## config.mk

```make
export PLATFORM = sky130hd
export DESIGN_NAME = sector_ecc_corrector
export DESIGN_NICKNAME = d
export VERILOG_FILES = /design/src/rtl/secc_pkg.sv /design/src/rtl/secc_unpack.sv /design/src/rtl/secc_errpick.sv /design/src/rtl/secc_secbuf.sv /design/src/rtl/sector_ecc_corrector.sv
export SDC_FILE = /design/constraint.sdc
export NUM_CORES = 2
export LEC_CHECK = 0
export BUFFER_PORTS_ARGS = -buffer_cell sky130_fd_sc_hd__buf_2
export CORE_MARGIN = 2
export CORE_UTILIZATION = 26
export CTS_CLUSTER_SIZE = 20
export DETAILED_ROUTE_END_ITERATION = 8
export PLACE_DENSITY_LB_ADDON = 0.08
export SYNTH_ARGS = -nofsm -noshare
export SYNTH_HDL_FRONTEND = slang
export SYNTH_SLANG_ARGS = --single-unit
```

## constraint.sdc

```tcl
create_clock -name clk -period 30.6 [get_ports clk]
set_input_delay 3.06 -clock clk [delete_from_list [all_inputs] [get_ports clk]]
set_output_delay 3.06 -clock clk [all_outputs]
set_load 0.01 [all_outputs]
```

## src/rtl/secc_pkg.sv

```systemverilog
package secc_pkg;
  localparam int CHK_BYTES = 10;
  localparam int CHK_VALS  = 8;
  localparam int VAL_W     = 10;
  localparam int SEL_W     = $clog2(CHK_VALS);
  localparam int WORD_W    = 32;

  localparam logic [WORD_W-1:0] SYN_MASK = 32'h03FF_03FF;
  localparam logic [WORD_W-1:0] CS_MASK  = 32'h0000_0030;
  localparam int                CS_LSB   = 4;
  localparam logic [WORD_W-1:0] EN_BIT   = 32'h0000_1000;
  localparam logic [WORD_W-1:0] LOC_BIT  = 32'h0000_2000;

  localparam logic [3:0] ST_CLEAN = 4'd0;
  localparam logic [3:0] ST_MANY  = 4'd1;
  localparam logic [3:0] ST_RDY_A = 4'd2;
  localparam logic [3:0] ST_RDY_B = 4'd3;

  typedef enum logic [3:0] {
    S_IDLE, S_CHECK, S_LOAD, S_SYNW, S_SYN, S_POLL, S_CADDR, S_CMOD
  } seq_state_t;
endpackage

```

## src/rtl/secc_unpack.sv

```systemverilog
module secc_unpack
  import secc_pkg::*;
(
  input  logic [CHK_BYTES*8-1:0] chk,
  input  logic [SEL_W-1:0]       sel,
  output logic [VAL_W-1:0]       val,
  output logic                   erased
);
  logic [CHK_BYTES-1:0] byte_ff;

  for (genvar b = 0; b < CHK_BYTES; b++) begin : g_ff
    assign byte_ff[b] = &chk[8*b +: 8];
  end
  assign erased = &byte_ff;

  always_comb begin
    val = '0;
    for (int i = 0; i < CHK_VALS; i++) begin
      if (sel == SEL_W'(i)) val = chk[VAL_W*i +: VAL_W];
    end
  end
endmodule

```

## src/rtl/secc_errpick.sv

```systemverilog
module secc_errpick
  import secc_pkg::*;
#(
  parameter int SECTOR_BYTES = 512,
  parameter int AW           = $clog2(SECTOR_BYTES)
) (
  input  logic [WORD_W-1:0] addr_lo,
  input  logic [WORD_W-1:0] addr_hi,
  input  logic [WORD_W-1:0] val_lo,
  input  logic [WORD_W-1:0] val_hi,
  input  logic [1:0]        sel,
  output logic [AW-1:0]     idx,
  output logic [7:0]        xval,
  output logic              in_range
);
  localparam int BIAS = SECTOR_BYTES + 7;

  logic [WORD_W-1:0] aw, vw;
  logic [15:0]       ah, vh;
  logic              unused_bits;
  int                diff;

  always_comb begin
    aw       = sel[1] ? addr_hi : addr_lo;
    vw       = sel[1] ? val_hi  : val_lo;
    ah       = sel[0] ? aw[31:16] : aw[15:0];
    vh       = sel[0] ? vw[31:16] : vw[15:0];
    diff     = BIAS - int'(ah[VAL_W-1:0]);
    in_range = (diff >= 0) && (diff < SECTOR_BYTES);
    idx      = AW'(diff);
    xval     = vh[7:0];
  end

  assign unused_bits = ^{ah[15:VAL_W], vh[15:8]};
endmodule

```

## src/rtl/secc_secbuf.sv

```systemverilog
module secc_secbuf #(
  parameter int DEPTH = 512,
  parameter int AW    = $clog2(DEPTH)
) (
  input  logic          clk,
  input  logic          we,
  input  logic [AW-1:0] addr,
  input  logic [7:0]    wdata,
  output logic [7:0]    rdata
);
  logic [7:0] mem [DEPTH];

  always_ff @(posedge clk) begin
    if (we) mem[addr] <= wdata;
    rdata <= mem[addr];
  end
endmodule

```

## src/rtl/sector_ecc_corrector.sv

```systemverilog
module sector_ecc_corrector
  import secc_pkg::*;
#(
  parameter int SECTOR_BYTES = 512,
  parameter int POLL_LIMIT   = 4096
) (
  input  logic                            clk,
  input  logic                            rst,
  input  logic                            arm,
  input  logic [1:0]                      arm_cs,
  input  logic                            start,
  input  logic [CHK_BYTES*8-1:0]          chk_bytes,
  input  logic                            host_we,
  input  logic [$clog2(SECTOR_BYTES)-1:0] host_addr,
  input  logic [7:0]                      host_wdata,
  output logic [7:0]                      host_rdata,
  output logic [WORD_W-1:0]               eng_ctrl,
  output logic                            eng_ctrl_we,
  output logic                            eng_load_we,
  output logic [VAL_W-1:0]                eng_load_val,
  input  logic [WORD_W-1:0]               eng_syn0,
  input  logic [WORD_W-1:0]               eng_syn1,
  input  logic [WORD_W-1:0]               eng_syn2,
  input  logic [WORD_W-1:0]               eng_syn3,
  input  logic [WORD_W-1:0]               eng_status,
  input  logic [WORD_W-1:0]               eng_addr0,
  input  logic [WORD_W-1:0]               eng_addr1,
  input  logic [WORD_W-1:0]               eng_val0,
  input  logic [WORD_W-1:0]               eng_val1,
  output logic                            busy,
  output logic                            done,
  output logic [2:0]                      corr_count,
  output logic                            uncorrectable,
  output logic                            timeout_err
);
  localparam int AW = $clog2(SECTOR_BYTES);
  localparam int TW = $clog2(POLL_LIMIT + 1);

  seq_state_t             state;
  logic [CHK_BYTES*8-1:0] chk_q;
  logic [SEL_W-1:0]       vsel;
  logic [1:0]             k;
  logic [2:0]             nerr, cnt;
  logic [TW-1:0]          tmr;
  logic [AW-1:0]          fix_idx, pick_idx, ram_addr;
  logic [7:0]             fix_val, pick_val, ram_wdata, ram_rdata;
  logic                   pick_ok, erased, ram_we, syn_zero, last_err;
  logic [VAL_W-1:0]       cur_val;
  logic [3:0]             st_code;
  logic                   unused_status;

  secc_unpack u_unpack (
    .chk(chk_q), .sel(vsel), .val(cur_val), .erased(erased)
  );

  secc_errpick #(.SECTOR_BYTES(SECTOR_BYTES), .AW(AW)) u_pick (
    .addr_lo(eng_addr0), .addr_hi(eng_addr1), .val_lo(eng_val0), .val_hi(eng_val1),
    .sel(k), .idx(pick_idx), .xval(pick_val), .in_range(pick_ok)
  );

  secc_secbuf #(.DEPTH(SECTOR_BYTES), .AW(AW)) u_buf (
    .clk(clk), .we(ram_we), .addr(ram_addr), .wdata(ram_wdata), .rdata(ram_rdata)
  );

  assign st_code       = eng_status[11:8];
  assign unused_status = ^{eng_status[31:18], eng_status[15:12], eng_status[7:0]};
  assign syn_zero      = ((eng_syn0 | eng_syn1 | eng_syn2 | eng_syn3) & SYN_MASK) == '0;
  assign last_err      = ({1'b0, k} == (nerr - 3'd1));
  assign busy          = (state != S_IDLE);

  // Buffer port: host owns it when idle, the corrector owns it otherwise.
  always_comb begin
    ram_we    = 1'b0;
    ram_addr  = fix_idx;
    ram_wdata = ram_rdata ^ fix_val;
    case (state)
      S_IDLE: begin
        ram_we    = host_we;
        ram_addr  = host_addr;
        ram_wdata = host_wdata;
      end
      S_CADDR: ram_addr = pick_idx;
      S_CMOD:  ram_we   = 1'b1;
      default: ;
    endcase
  end
  assign host_rdata = ram_rdata;

  always_ff @(posedge clk) begin
    if (rst) begin
      state         <= S_IDLE;
      chk_q         <= '0;
      vsel          <= '0;
      k             <= '0;
      nerr          <= '0;
      cnt           <= '0;
      tmr           <= '0;
      fix_idx       <= '0;
      fix_val       <= '0;
      eng_ctrl      <= '0;
      eng_ctrl_we   <= 1'b0;
      eng_load_we   <= 1'b0;
      eng_load_val  <= '0;
      done          <= 1'b0;
      corr_count    <= '0;
      uncorrectable <= 1'b0;
      timeout_err   <= 1'b0;
    end else begin
      eng_ctrl_we <= 1'b0;
      eng_load_we <= 1'b0;
      done        <= 1'b0;
      case (state)
        S_IDLE: begin
          if (arm) begin
            eng_ctrl    <= (eng_ctrl & ~CS_MASK) | ({30'd0, arm_cs} << CS_LSB) | EN_BIT;
            eng_ctrl_we <= 1'b1;
          end
          if (start) begin
            chk_q         <= chk_bytes;
            cnt           <= '0;
            corr_count    <= '0;
            uncorrectable <= 1'b0;
            timeout_err   <= 1'b0;
            state         <= S_CHECK;
          end
        end
        S_CHECK: begin
          if (erased) begin
            done  <= 1'b1;
            state <= S_IDLE;
          end else begin
            vsel  <= SEL_W'(CHK_VALS - 1);
            state <= S_LOAD;
          end
        end
        S_LOAD: begin
          eng_load_we  <= 1'b1;
          eng_load_val <= cur_val;
          if (vsel == '0) state <= S_SYNW;
          else            vsel  <= vsel - 1'b1;
        end
        S_SYNW: state <= S_SYN;
        S_SYN: begin
          if (syn_zero) begin
            done  <= 1'b1;
            state <= S_IDLE;
          end else begin
            eng_ctrl    <= eng_ctrl | LOC_BIT;
            eng_ctrl_we <= 1'b1;
            tmr         <= '0;
            state       <= S_POLL;
          end
        end
        S_POLL: begin
          case (st_code)
            ST_CLEAN: begin
              done  <= 1'b1;
              state <= S_IDLE;
            end
            ST_MANY: begin
              uncorrectable <= 1'b1;
              done          <= 1'b1;
              state         <= S_IDLE;
            end
            ST_RDY_A, ST_RDY_B: begin
              nerr  <= 3'd1 + {1'b0, eng_status[17:16]};
              k     <= '0;
              state <= S_CADDR;
            end
            default: begin
              if (tmr == TW'(POLL_LIMIT - 1)) begin
                timeout_err <= 1'b1;
                done        <= 1'b1;
                state       <= S_IDLE;
              end else begin
                tmr <= tmr + 1'b1;
              end
            end
          endcase
        end
        S_CADDR: begin
          if (pick_ok) begin
            fix_idx <= pick_idx;
            fix_val <= pick_val;
            state   <= S_CMOD;
          end else if (last_err) begin
            corr_count <= cnt;
            done       <= 1'b1;
            state      <= S_IDLE;
          end else begin
            k <= k + 2'd1;
          end
        end
        S_CMOD: begin
          cnt <= cnt + 3'd1;
          if (last_err) begin
            corr_count <= cnt + 3'd1;
            done       <= 1'b1;
            state      <= S_IDLE;
          end else begin
            k     <= k + 2'd1;
            state <= S_CADDR;
          end
        end
        default: state <= S_IDLE;
      endcase
    end
  end

  // the end-of-run pulse lasts one cycle
  assert_done_single_R10: assert property (@(posedge clk) disable iff (rst)
    done |=> !done);
  // never more repairs than reports
  assert_count_bound_R8: assert property (@(posedge clk) disable iff (rst)
    done |-> (corr_count <= 3'd4));
  // the uncorrectable flag only rises with the end of a run
  assert_uncorr_at_done_R6: assert property (@(posedge clk) disable iff (rst)
    $rose(uncorrectable) |-> done);
  // the localisation bit only appears through a control write
  assert_locate_strobed_R5: assert property (@(posedge clk) disable iff (rst)
    $rose(eng_ctrl[13]) |-> eng_ctrl_we);
  // load strobes only inside a run
  assert_load_in_run_R3: assert property (@(posedge clk) disable iff (rst)
    eng_load_we |-> busy);
  // a timeout reports nothing else
  assert_timeout_alone_R12: assert property (@(posedge clk) disable iff (rst)
    (done && timeout_err) |-> (corr_count == 3'd0 && !uncorrectable));
  // the host port cannot write the buffer during a run
  assert_host_blocked_R11: assert property (@(posedge clk) disable iff (rst)
    (busy && ram_we) |-> (state == S_CMOD));
endmodule

```

# == Yosys cells after proc, flatten, opt, wreduce, memory -nomap -nowiden ==
# Memory sizes are Yosys's and may differ from the RTL's. A register that Yosys moved wholly into a read port is not among the register bits.
# Cells that the tools add are included.
# word_totals
register_bits,175
ramBits,4096
input_bits,392
output_inout_bits,59
wordCells,163
memories,1
# op_classes
n_addsub,7
n_lt_le_gt_ge,2
eq_ne,35
mux,64
bitwise,6
reduce_logical,30
# mem_list
memory,words,width,read_ports,rd_clocked_by_memory_dff,wr,line_no,rtl
u_buf.mem,512,8,1,1,1,secc_secbuf.sv:11,logic [7:0] mem [DEPTH];
# ops
cell,count
two-way mux 10 bit,9
AND reduction 80 bit,1
bitwise OR 26 bit,3
one-hot mux 32 bit (2 select lines),1
two-way mux 13 bit,3
greater-or-equal comparator 32 x 1 -> 1 bit (second input constant),1
zero test 32 bit,1
less-than comparator 32 x 11 -> 1 bit (second input constant),1
two-way mux 32 bit,1
bitwise OR 32 x 6 -> 32 bit,1
one-hot mux 4 bit (8 select lines),1
inequality test 2 bit (second input constant),14
two-way mux 26 bit,1
one-hot mux 13 bit (2 select lines),1
two-way mux 24 bit,1
two-way mux 3 bit,8
two-way mux 4 bit,5
one-hot mux 9 bit (2 select lines),1
== test 4 x 2 -> 1 bit (second input constant),4
== test 4 x 3 -> 1 bit (second input constant),4
two-way mux 8 bit,2
AND reduction 3 bit,5
two-way mux 1 bit,14
two-way mux 14 bit,1
other kinds (34),60

# == Logic depth before layout (Yosys ltp) ==
# logic_depth
depth_word,9
depth_mapped,18
mapped_depth_nobuf,13

# == Cells and area by module ==
# A second synthesis with hierarchy kept.
# unflattened
cells_unflattened,8557
area_unflattened_um2,166096.8
# by_module_without_submodules
mod,instances,cells_per_inst,area_each_um2,seq_area_each_um2
secc_secbuf,1,7575,158359.4,123158.1
sector_ecc_corrector,1,809,6226.0,2922.8
secc_unpack,1,132,950.9,0.0
secc_errpick,1,41,560.5,0.0

# == Worst setup path after synthesis ==
# OpenSTA, ideal clock, no wires.
# synth_path
kind,register to register
start,register state[2]
end,memory u_buf.mem[0][5] (data pin)
setup_ns,4.167
t_arrival_ns,21.247
t_required_ns,26.433
setup_slack_ns,5.185
path_stages_with_launch,8
n_path_buf,3
synth_period_minus_slack_ns,25.415
path_cell_list,dfxtp_1 -> clkbuf_1 -> clkbuf_1 -> nor2_1 -> inv_1 -> nor2_1 -> clkbuf_1 -> o21ai_0
# synth_between
elab_chain_len,2
# synth_rtl
item,line_no,rtl
start: declaration,sector_ecc_corrector.sv:39,seq_state_t state;
start signal: assignment,sector_ecc_corrector.sv:91,state <= S_IDLE;
start signal: assignment,sector_ecc_corrector.sv:124,state <= S_CHECK;
start signal: assignment,sector_ecc_corrector.sv:130,state <= S_IDLE;
zero test 4 bit,sector_ecc_corrector.sv:76,case (state)
two-way mux 8 bit,sector_ecc_corrector.sv:76,
named net ram_wdata[5],sector_ecc_corrector.sv:46,"logic [7:0] fix_val, pick_val, ram_wdata, ram_rdata;"
end: declaration,secc_secbuf.sv:11,
# The timed path passes the listed nets, and every way through them passes these cells.

# == Worst setup path in the final report ==
# layout_path
start,input port host_addr[0]
end,"register u_buf.rdata[6], read port of u_buf.mem"
# layout_between
elab_chain_len,1
# layout_rtl
item,line_no,rtl
start: declaration,sector_ecc_corrector.sv:14,"input logic [$clog2(SECTOR_BYTES)-1:0] host_addr,"
one-hot mux 9 bit (2 select lines),sector_ecc_corrector.sv:76,
end: declaration,secc_secbuf.sv:9,output logic [7:0] rdata
# No other way between the ends.
# A chain may end at the register's enable or synchronous reset.

==> impl_metrics.json <==
{
  "cp_data_arrival_time_ns": 11.78,
  "cts.sinks": 4250,
  "grt_usage_pct": 16.42,
  "status": "finished, final reports clean",
  "num_rows": 292,
  "ctsResizeCount": 0,
  "insertion_delay_ns": 1.03,
  "vdd_drop_max_mv": 0.1114,
  "synth_flop_cell": "edfxtp_1",
  "coreArea_mm2": 0.6321,
  "clockBufferDepth": 4,
  "nets": 9202,
  "crit_buf_inv": 7,
  "slew_viol_final": 0,
  "async_flop_share_pct": 0,
  "drt-initial-drc-count": 7872,
  "tightest_slew_ns": 1.360,
  "ys_warn_count": 0,
  "syn_avg_cell_area_um2": 19.82,
  "slowest_delay_ns": 1.21,
  "routedWlPerCell_um": 30.74,
  "power_mw": 20.06,
  "hold_path_class": "reg2reg",
  "critical_path_required_ns": 31.48,
  "synth_top_cell_area_share_pct": 74.63,
  "drive_above_1_share_pct": 24.30,
  "grt_max_degree": 190,
  "relSlewSlack_pct": 8.603,
  "die_width_um": 800.2,
  "gp_congestion": 0.7736,
  "cp_max_fo": 77,
  "period_needed_ns": 10.91,
  "timing.fmax_mhz": 91.69,
  "pin_count": 451,
  "syn_area_mm2": 0.1648,
  "synth_cells": 8314,
  "p_leak_nw": 58.94,
  "post-cts-setup-buffer-count": 0,
  "synthDistinctLibCells": 63,
  "hold_buffers": 0,
  "synth_top_area_cell": "edfxtp_1",
  "vias": 83820,
  "area.growth.synth_to_final_pct": 16.43,
  "synth_seq_area_share_pct": 76.50,
  "crit_type": "in2reg",
  "grt_antenna_before_repair": 64,
  "clkTransAtPathRegs_ns": 0.06,
  "worstSetupEndpointType": "flop",
  "skew_ns": 0.08959,
  "route.detailed.drc": 0,
  "setup_viol": 0,
  "synthTopCellsByArea": "edfxtp_1 75%, mux4_2 14%, dfxtp_1 1.9%, a22oi_1 1.5%, nor2_1 1.4%",
  "start_util_pct": 26.08,
  "cpLargestDelayFamily": "buffers and inverters",
  "p_per_area_mw_per_mm2": 104.5,
  "slowest_stage": "o31ai_1",
  "rsz0062_at_grt": "no",
  "final_common_cell": "edfxtp_1",
  "gr-total-overflow": 0,
  "grt_pass1_vias": 87000,
  "synth-seq-cells": 4250,
  "hpwl_mm": 331.4,
  "dieHeight_um": 800.2,
  "ant_nets": 0,
  "dieArea_mm2": 0.6403,
  "cts-buffers-inserted": 481,
  "synth_edf_count": 4096,
  "port-buffer-count": 292,
  "vias_per_cell": 4.763,
  "totalWireLength_mm": 541.0,
  "period_share_pct": 35.64,
  "mostFrequentLayoutCells": "4,096 x edfxtp_1, 1,002 x mux4_2, 611 x nor2_1",
  "grt_pass1_wl_mm": 734.8,
  "cpMostUsedCell": "buf_4",
  "htreeDepth": 5,
  "whs_ns": 0.4559,
  "cts_root_buffer": "clkbuf_16",
  "path_cells": "buf_2 -> a22oi_1 -> o221a_4 -> buf_12 -> buf_4 -> buf_4 -> buf_4 -> buf_4 -> buf_4 -> mux4_2 -> a22oi_1 -> nand4_1 -> o31ai_1 -> o21ai_0 -> or4_1",
  "hold_violations": 0,
  "start_kind": "primary input",
  "dr.pass1.iters": 5,
  "maxCapViolCount": 0,
  "fin_tns_setup_ns": 0,
  "cts_tree": "built"
}
==> per-stage QoR <==
stage / cells / util (%) / setup slack (ns) / instance area, um2
5_1_grt: 17580 / 30.35 / 19.29 / 191900
6_report: 17600 / 30.36 / 19.69 / 191900
4_1_cts: 17580 / 30.35 / 19.69 / 191800
2_1_floorplan: 8341 / - / 5.185 / 164900
3_5_place_dp: 16700 / 27.98 / 18.55 / 176800
3_3_place_gp: 16700 / 27.98 / 18.54 / 176800
==> layout make-up <==
cell class | count | area (um2)
fill | 61450 | 440200
sequential | 4250 | 126100
multi-input combinational | 3528 | 36850
clock buffer | 619 | 12640
tap | 8379 | 10480
timing repair buffer | 511 | 3321
clock inverter | 266 | 2362
inverter | 28 | 105.1
antenna | 18 | 45.04
==> routing by layer <==
metal / GRT usage, % / routed length [um] / up-vias
met4: 3.497 / 11350 / 2
met2: 27.06 / 258600 / 2437
met5: 0 / 16 / -
li1: - / - / 35190
met3: 2.763 / 30010 / 633
met1: 22.85 / 241000 / 45560
==> path summary, 6_finish.rpt <==
path                                              startpoint                            to  slack [ns]  depth (start not counted)
worst max-delay path                            host_addr[0]        u_buf.rdata[6]$_DFF_P_       19.69                         15
worst min-delay path            eng_load_val[0]$_SDFFE_PP0P_  eng_load_val[0]$_SDFFE_PP0P_        0.46                          2
worst max register to register         state[1]$_SDFFE_PP0P_        u_buf.rdata[6]$_DFF_P_       20.66                         16
worst min register to register  eng_load_val[0]$_SDFFE_PP0P_  eng_load_val[0]$_SDFFE_PP0P_        0.46                          2
==> cell usage after synthesis, drive strengths merged, types with 15 or more instances <==
cell / instances
a31oi: 27
buf: 260
a21oi: 281
a22o: 24
o22ai: 28
mux4: 1003
nor2: 621
nor4: 50
nand2: 540
nor2b: 18
edfxtp: 4096
nand4: 84
mux2i: 116
or4: 26
a221o: 16
inv: 28
a211oi: 18
clkbuf: 275
nand3: 77
xnor2: 17
nand2b: 15
a22oi: 330
o21ai: 35
dfxtp: 154
nor3: 26
==> cell families after synthesis <==
| kind of cell | count (synthesis) | synth area share, % |
|---|---|---|
| and+or+nand+nor | 1502 | 3.919 |
| other | 1 | 0.002275 |
| buffers and inverters | 563 | 1.538 |
| adders and majority gates | 10 | 0.07592 |
| muxes | 1120 | 14.42 |
| DFF | 4250 | 76.50 |
| xor gates and xnor gates | 26 | 0.1382 |
| AOI/OAI and AO/OA | 842 | 3.409 |
==> power breakdown <==
group          switching, mW  internal (mW)
logic                   4.79           1.83
clock network           2.40           3.17
registers             0.0639           7.80
==> tightest hold or removal path, delay by kind of cell (launching register included) <==
kind	cells	cell delay (ns)
AND/OR/NAND/NOR	1	0.05
AO/OA/AOI/OAI	1	0.05
flip-flops	1	0.31
==> state kept, by name, summed over array words and instances, names as in the netlist, 4 cells and up <==
name and count:
eng_ctrl 4, eng_load_val 10, fix_idx 9, u_buf.rdata 8
tmr 13, chk_q 80, fix_val 8, u_buf.mem 4096
(Power assumes the default switching activity.)
